## src/rtl/ata_pio_pkg.sv

```systemverilog
package ata_pio_pkg;

  typedef enum logic [2:0] {
    PH_IDLE   = 3'd0,
    PH_SETUP  = 3'd1,
    PH_STROBE = 3'd2,
    PH_HOLD   = 3'd3,
    PH_RECOV  = 3'd4
  } ata_phase_e;

  localparam logic [3:0] DATA_PORT_ADDR = 4'h0;
  localparam logic [3:0] DEVSEL_ADDR    = 4'h6;
  localparam int         DEVSEL_BIT     = 4;

  localparam int NUM_SETS = 3;
  localparam int SET_CMD  = 0;
  localparam int SET_DEV0 = 1;
  localparam int SET_DEV1 = 2;

  localparam int NUM_FIELDS = 4;
  localparam int F_T1   = 0;
  localparam int F_T2   = 1;
  localparam int F_T4   = 2;
  localparam int F_TEOC = 3;

endpackage

```

## src/rtl/ata_sync2.sv

```systemverilog
module ata_sync2 #(
  parameter int W = 1
) (
  input  logic         clk,
  input  logic         rst,
  input  logic [W-1:0] d,
  output logic [W-1:0] q
);
  logic [W-1:0] stage1;

  always_ff @(posedge clk) begin
    if (rst) begin
      stage1 <= '0;
      q      <= '0;
    end else begin
      stage1 <= d;
      q      <= stage1;
    end
  end
endmodule

```

## src/rtl/ata_pio_tsel.sv

```systemverilog
module ata_pio_tsel
  import ata_pio_pkg::*;
#(
  parameter int TW = 8,
  localparam int SETW = NUM_FIELDS * TW
) (
  input  logic            clk,
  input  logic            rst,
  input  logic            accept,
  input  logic            wr,
  input  logic [3:0]      addr,
  input  logic            dev_bit,
  input  logic [SETW-1:0] cmd_set,
  input  logic [SETW-1:0] dev0_set,
  input  logic [SETW-1:0] dev1_set,
  input  logic            cmd_ien,
  input  logic            dev0_ien,
  input  logic            dev1_ien,
  input  logic [1:0]      fast_en,
  output logic [SETW-1:0] set_out,
  output logic            ien_out
);
  logic            dev_q;
  logic [SETW-1:0] sets [0:NUM_SETS-1];
  logic            iens [0:NUM_SETS-1];
  logic [1:0]      idx;

  assign sets[SET_CMD]  = cmd_set;
  assign sets[SET_DEV0] = dev0_set;
  assign sets[SET_DEV1] = dev1_set;
  assign iens[SET_CMD]  = cmd_ien;
  assign iens[SET_DEV0] = dev0_ien;
  assign iens[SET_DEV1] = dev1_ien;

  always_comb begin
    idx = 2'(SET_CMD);
    if (addr == DATA_PORT_ADDR && fast_en[dev_q])
      idx = dev_q ? 2'(SET_DEV1) : 2'(SET_DEV0);
  end

  assign set_out = sets[idx];
  assign ien_out = iens[idx];

  always_ff @(posedge clk) begin
    if (rst)
      dev_q <= 1'b0;
    else if (accept && wr && addr == DEVSEL_ADDR)
      dev_q <= dev_bit;
  end
endmodule

```

## src/rtl/ata_pio_fsm.sv

```systemverilog
module ata_pio_fsm
  import ata_pio_pkg::*;
#(
  parameter int TW = 8,
  parameter int DW = 16,
  localparam int SETW = NUM_FIELDS * TW
) (
  input  logic            clk,
  input  logic            rst,
  input  logic            req,
  input  logic            enable,
  input  logic            wr,
  input  logic [3:0]      addr,
  input  logic [DW-1:0]   wdata,
  input  logic [SETW-1:0] set_in,
  input  logic            ien_in,
  input  logic            iordy_s,
  input  logic [DW-1:0]   dd_in,
  output logic            accept,
  output logic            ack,
  output logic [DW-1:0]   rdata,
  output logic            cs0_n,
  output logic            cs1_n,
  output logic [2:0]      da,
  output logic            dior_n,
  output logic            diow_n,
  output logic            dd_oe,
  output logic [DW-1:0]   dd_out
);
  ata_phase_e      ph;
  logic [TW-1:0]   cnt;
  logic [SETW-1:0] tim_q;
  logic            ien_q;
  logic [3:0]      addr_q;
  logic            wr_q;
  logic [DW-1:0]   wdata_q;
  logic [TW-1:0]   fld [0:NUM_FIELDS-1];
  logic            last;
  logic            active;
  logic            stall;

  for (genvar g = 0; g < NUM_FIELDS; g++) begin : g_fld
    assign fld[g] = tim_q[g*TW +: TW];
  end

  function automatic logic [TW-1:0] nz(input logic [TW-1:0] v);
    return (v == '0) ? TW'(1) : v;
  endfunction

  assign accept = (ph == PH_IDLE) && req && enable;
  assign last   = (cnt <= TW'(1));
  assign stall  = ien_q && !iordy_s;

  always_ff @(posedge clk) begin
    if (rst) begin
      ph      <= PH_IDLE;
      cnt     <= '0;
      tim_q   <= '0;
      ien_q   <= 1'b0;
      addr_q  <= '0;
      wr_q    <= 1'b0;
      wdata_q <= '0;
      rdata   <= '0;
      ack     <= 1'b0;
    end else begin
      ack <= 1'b0;
      unique case (ph)
        PH_IDLE: begin
          if (accept) begin
            ph      <= PH_SETUP;
            tim_q   <= set_in;
            ien_q   <= ien_in;
            addr_q  <= addr;
            wr_q    <= wr;
            wdata_q <= wdata;
            cnt     <= nz(set_in[F_T1*TW +: TW]);
          end
        end
        PH_SETUP: begin
          if (last) begin
            ph  <= PH_STROBE;
            cnt <= nz(fld[F_T2]);
          end else begin
            cnt <= cnt - 1'b1;
          end
        end
        PH_STROBE: begin
          if (last) begin
            if (!stall) begin
              ph  <= PH_HOLD;
              cnt <= nz(fld[F_T4]);
              if (!wr_q) rdata <= dd_in;
            end
          end else begin
            cnt <= cnt - 1'b1;
          end
        end
        PH_HOLD: begin
          if (last) begin
            ph  <= PH_RECOV;
            cnt <= nz(fld[F_TEOC]);
            ack <= 1'b1;
          end else begin
            cnt <= cnt - 1'b1;
          end
        end
        PH_RECOV: begin
          if (last) ph <= PH_IDLE;
          else      cnt <= cnt - 1'b1;
        end
        default: ph <= PH_IDLE;
      endcase
    end
  end

  always_comb begin
    active = (ph == PH_SETUP) || (ph == PH_STROBE) || (ph == PH_HOLD);
    cs0_n  = !(active && !addr_q[3]);
    cs1_n  = !(active && addr_q[3]);
    da     = active ? addr_q[2:0] : 3'd0;
    dior_n = !(ph == PH_STROBE && !wr_q);
    diow_n = !(ph == PH_STROBE && wr_q);
    dd_oe  = active && wr_q;
    dd_out = wdata_q;
  end
endmodule

```

## src/rtl/ata_pio_engine.sv

```systemverilog
module ata_pio_engine
  import ata_pio_pkg::*;
#(
  parameter int TW = 8,
  parameter int DW = 16,
  localparam int SETW = NUM_FIELDS * TW
) (
  input  logic            clk,
  input  logic            rst,
  input  logic            req,
  input  logic            wr,
  input  logic [3:0]      addr,
  input  logic [DW-1:0]   wdata,
  output logic            ack,
  output logic [DW-1:0]   rdata,
  input  logic            ctl_enable,
  input  logic            ctl_dev_rst,
  input  logic [1:0]      fast_en,
  input  logic [SETW-1:0] cmd_timing,
  input  logic            cmd_iordy_en,
  input  logic [SETW-1:0] dev0_timing,
  input  logic            dev0_iordy_en,
  input  logic [SETW-1:0] dev1_timing,
  input  logic            dev1_iordy_en,
  input  logic [DW-1:0]   dd_in,
  output logic [DW-1:0]   dd_out,
  output logic            dd_oe,
  output logic [2:0]      da,
  output logic            cs0_n,
  output logic            cs1_n,
  output logic            dior_n,
  output logic            diow_n,
  input  logic            iordy,
  input  logic            intrq,
  output logic            dev_rst_n,
  output logic            irq
);
  logic [1:0]      sync_q;
  logic            accept;
  logic [SETW-1:0] sel_set;
  logic            sel_ien;

  ata_sync2 #(.W(2)) u_sync (
    .clk (clk),
    .rst (rst),
    .d   ({intrq, iordy}),
    .q   (sync_q)
  );

  assign irq = sync_q[1];

  ata_pio_tsel #(.TW(TW)) u_tsel (
    .clk      (clk),
    .rst      (rst),
    .accept   (accept),
    .wr       (wr),
    .addr     (addr),
    .dev_bit  (wdata[DEVSEL_BIT]),
    .cmd_set  (cmd_timing),
    .dev0_set (dev0_timing),
    .dev1_set (dev1_timing),
    .cmd_ien  (cmd_iordy_en),
    .dev0_ien (dev0_iordy_en),
    .dev1_ien (dev1_iordy_en),
    .fast_en  (fast_en),
    .set_out  (sel_set),
    .ien_out  (sel_ien)
  );

  ata_pio_fsm #(.TW(TW), .DW(DW)) u_fsm (
    .clk     (clk),
    .rst     (rst),
    .req     (req),
    .enable  (ctl_enable),
    .wr      (wr),
    .addr    (addr),
    .wdata   (wdata),
    .set_in  (sel_set),
    .ien_in  (sel_ien),
    .iordy_s (sync_q[0]),
    .dd_in   (dd_in),
    .accept  (accept),
    .ack     (ack),
    .rdata   (rdata),
    .cs0_n   (cs0_n),
    .cs1_n   (cs1_n),
    .da      (da),
    .dior_n  (dior_n),
    .diow_n  (diow_n),
    .dd_oe   (dd_oe),
    .dd_out  (dd_out)
  );

  always_ff @(posedge clk) begin
    if (rst) dev_rst_n <= 1'b0;
    else     dev_rst_n <= !ctl_dev_rst;
  end
endmodule

```

## config.mk

```make
export PLATFORM = sky130hd
export DESIGN_NAME = ata_pio_engine
export DESIGN_NICKNAME = d
export VERILOG_FILES = /design/src/rtl/ata_pio_pkg.sv /design/src/rtl/ata_sync2.sv /design/src/rtl/ata_pio_tsel.sv /design/src/rtl/ata_pio_fsm.sv /design/src/rtl/ata_pio_engine.sv
export SDC_FILE = /design/constraint.sdc
export NUM_CORES = 1
export LEC_CHECK = 0
export BUFFER_PORTS_ARGS = -buffer_cell sky130_fd_sc_hd__buf_2
export CORE_UTILIZATION = 31
export DETAILED_ROUTE_END_ITERATION = 8
export PLACE_DENSITY_LB_ADDON = 0.08
export SETUP_SLACK_MARGIN = 0.1
export SYNTH_ARGS = -nofsm -noshare
export SYNTH_HDL_FRONTEND = slang
export SYNTH_SLANG_ARGS = --single-unit
```

## constraint.sdc

```tcl
create_clock -name clk -period 3.1 [get_ports clk]
set_clock_uncertainty 0.05 [all_clocks]
set_input_delay 0.465 -clock clk [delete_from_list [all_inputs] [get_ports clk]]
set_output_delay 0.465 -clock clk [all_outputs]
set_load 0.02 [all_outputs]
```

==> results.toml <==
[route]
drtIter0Drc = 283
wl_um = 13500
drtAntennaViolNets = 0
dr.pass1.iters = 4
vias = 4574
viasPerCell = 5.02
remaining_drc_errors = 0
wire_per_inst_um = 14.8

[floorplanning]
die_w_um = 118
start_util_pct = 31.7
row_count = 42
die_y_um = 118
coreArea_mm2 = 0.0132
ios = 188
dieArea_mm2 = 0.0140

[global_routing]
grtUsageTotal_pct = 19.2
grt_pass1_vias = 4198
use_met2_pct = 31.4
grt_max_degree = 51
gr-max-usage-layer = "met2"
grt_use_met1_pct = 24.9
grt_use_met3_pct = 4.87
grt_pass1_wl_um = 21200
grt.overflow.total = 0
antenna_found_initial = 1

[cts]
cts_resized = 0
cts-root-buf = "clkbuf_16"
cts_tree = "yes"
h-tree-depth = 3
clk_path_buf_depth = 2
post_cts_buffers = 0
cts_num_sinks = 80
cts_buffers = 9
cts_hold_buf = 0
cts.clk_slew.worst_paths_ps = 60
clock_latency_ps = 340

[place]
dpl-instance-area_mm2 = 0.00531
dp_hpwl_um = 10200
dp_cells = 895
routabilityCongestion = 0.852
io_buffers = 187
place_worst_setup_slack_ps = 548

[synthesis]
ys_ff_latch = 80
synthFlopType = "dfxtp_1"
ys_async_sr_fraction_pct = 0
synth_edf_count = 0
netlist_area_mm2 = 0.00420
syn_inst = 561
synth_warnings = 0
syn-num-nets = 708
synth_cell_type_count = 49
yosysSeqAreaShare_pct = 38.1
synth.avg_cell_area_um2 = 7.49

[sta]
tightest_slew_ps = 650
hold_viol = 0
max_freq_mhz = 383
rsz0062_at_grt = "no"
slew_violations = 0
fin_setup_tns_ps = 0
fin_crit_sh_pct = 84.2
whs_ps = 213
worst_slack_ps = 490
min_period_ps = 2610
setup_viol = 0
slew_headroom_pct = 56.5

[pwr]
p_per_area_mw_per_mm2 = 598
total_power_mw = 3.36
peakVddDrop_v = 0.000306
seqPwrFrac_pct = 37.1
p_leak_nw = 2.58
pwr-share-comb_pct = 31.4
clkPwrFrac_pct = 31.5
p_sw_mw = 1.18
swShare_pct = 35.3
intPower_mw = 2.17

[run]
drv_cap = 0

[critical_path]
crit_path_top_delay_cell = "dfxtp_1"
worst_setup_path_start_kind = "flop"
crit_top_cell = "nor2_1"
required_ps = 2580
cp_cell_sequence = "nor2_1 -> nor2_1 -> and2_1 -> buf_2"
cp.arrival_ps = 2100
crit_path_max_incr_delay_ps = 670
crit_fanout = 18
critPathCaptureType = "output port"
crit_type = "flop to output port"

[worst_hold_path]
min_path_type = "primary input to flop"

[finish]
utilization_pct = 42.4
fill_cells = 1401
fin_area_mm2 = 0.00561
final_cells = 911
final_nets = 877
syn_to_final_growth_pct = 33.6
antennaDiodeCount = 0
final_layout_size_suffix_gt1_share_pct = 30.6
final_common_cell = "buf_2"
most-common-layout-cells = "187 x buf_2, 94 x nand2_1, 80 x dfxtp_1, 79 x a21oi_1, 70 x nor2_1"

[status]
outcome = "completed"
==> cell families after synthesis <==
logic type | count (synthesis) | synth area share (%)
compound gates | 156 | 22.4
xor+xnor | 4 | 0.834
fa+ha+maj | 2 | 0.595
buf+inv | 51 | 4.76
flops | 80 | 38.1
mux | 35 | 8.43
simple gates | 233 | 24.9
==> routing by layer <==
metal | up-vias | wire [µm]
li1 | 2329 | -
met1 | 2052 | 6200
met2 | 177 | 6190
met3 | 14 | 931
met4 | 2 | 157
met5 | - | 10
==> synth_stat cells (4+ instances only) <==
cell,n,area share (%)
a211oi_1,25,4.5
a21oi_1,79,9.4
a31oi_1,10,1.5
and2_1,6,0.89
buf_2,7,0.83
clkbuf_1,33,2.9
dfxtp_1,80,38
inv_1,9,0.80
mux2i_1,32,7.6
nand2_1,94,8.4
nand2b_1,5,0.74
nand3_1,9,1.1
nand4b_1,5,1.0
nor2_1,70,6.3
nor2b_1,7,1.0
nor3_1,18,2.1
nor4_1,6,0.89
o211ai_1,4,0.71
o21ai_0,16,1.9
==> worst max-delay path, delay by kind of cell (launching register included) <==
| kind | cells | cell delay [ps] |
|---|---|---|
| and+or+nand+nor | 3 | 900 |
| DFF | 1 | 670 |
| buffers and inverters | 1 | 180 |
==> power by group through the flow <==
stage / combinational [mW] / clock (mW) / sequential [mW]
after global routing: 1.17 / 1.13 / 1.26
after global placement: 1.05 / 0 / 1.26
final: 1.05 / 1.06 / 1.24
after CTS: 1.05 / 1.09 / 1.24
after floorplan: 0.716 / 0 / 1.25
after detailed placement: 1.05 / 0 / 1.27
==> final timing paths <==
check,cells past startpoint,end,slack [ps],start
setup reg to reg,6,u_fsm.cnt[6]$_SDFFE_PP0P_,590,u_fsm.cnt[2]$_SDFFE_PP0P_
hold reg to reg,1,u_sync.q[1]$_SDFF_PP0_,390,u_sync.stage1[1]$_SDFF_PP0_
hold / removal,2,dev_rst_n$_SDFF_PP0_,210,ctl_dev_rst
setup / recovery,4,dd_oe,490,u_fsm.ph[0]$_SDFFE_PP0P_
==> flip-flops by register name (all words and copies together), names as in the netlist <==
name	count
u_fsm.ack	1
u_sync.q	2
dev_rst_n	1
u_fsm.wr_q	1
u_fsm.addr_q	4
u_fsm.tim_q	24
u_sync.stage1	2
u_fsm.rdata	16
u_fsm.cnt	8
u_tsel.dev_q	1
u_fsm.ph	3
u_fsm.dd_out	16
u_fsm.ien_q	1
==> final cells by class <==
type	count	area [µm²]	area share (%)
multi-input combinational	430	2410	42.9
sequential	80	1600	28.5
timing repair buffer	200	1050	18.6
clock buffer	12	267	4.75
tap	176	220	3.92
clock inverter	4	33.8	0.602
inverter	9	33.8	0.602
Power figures use the tool's default switching activity.
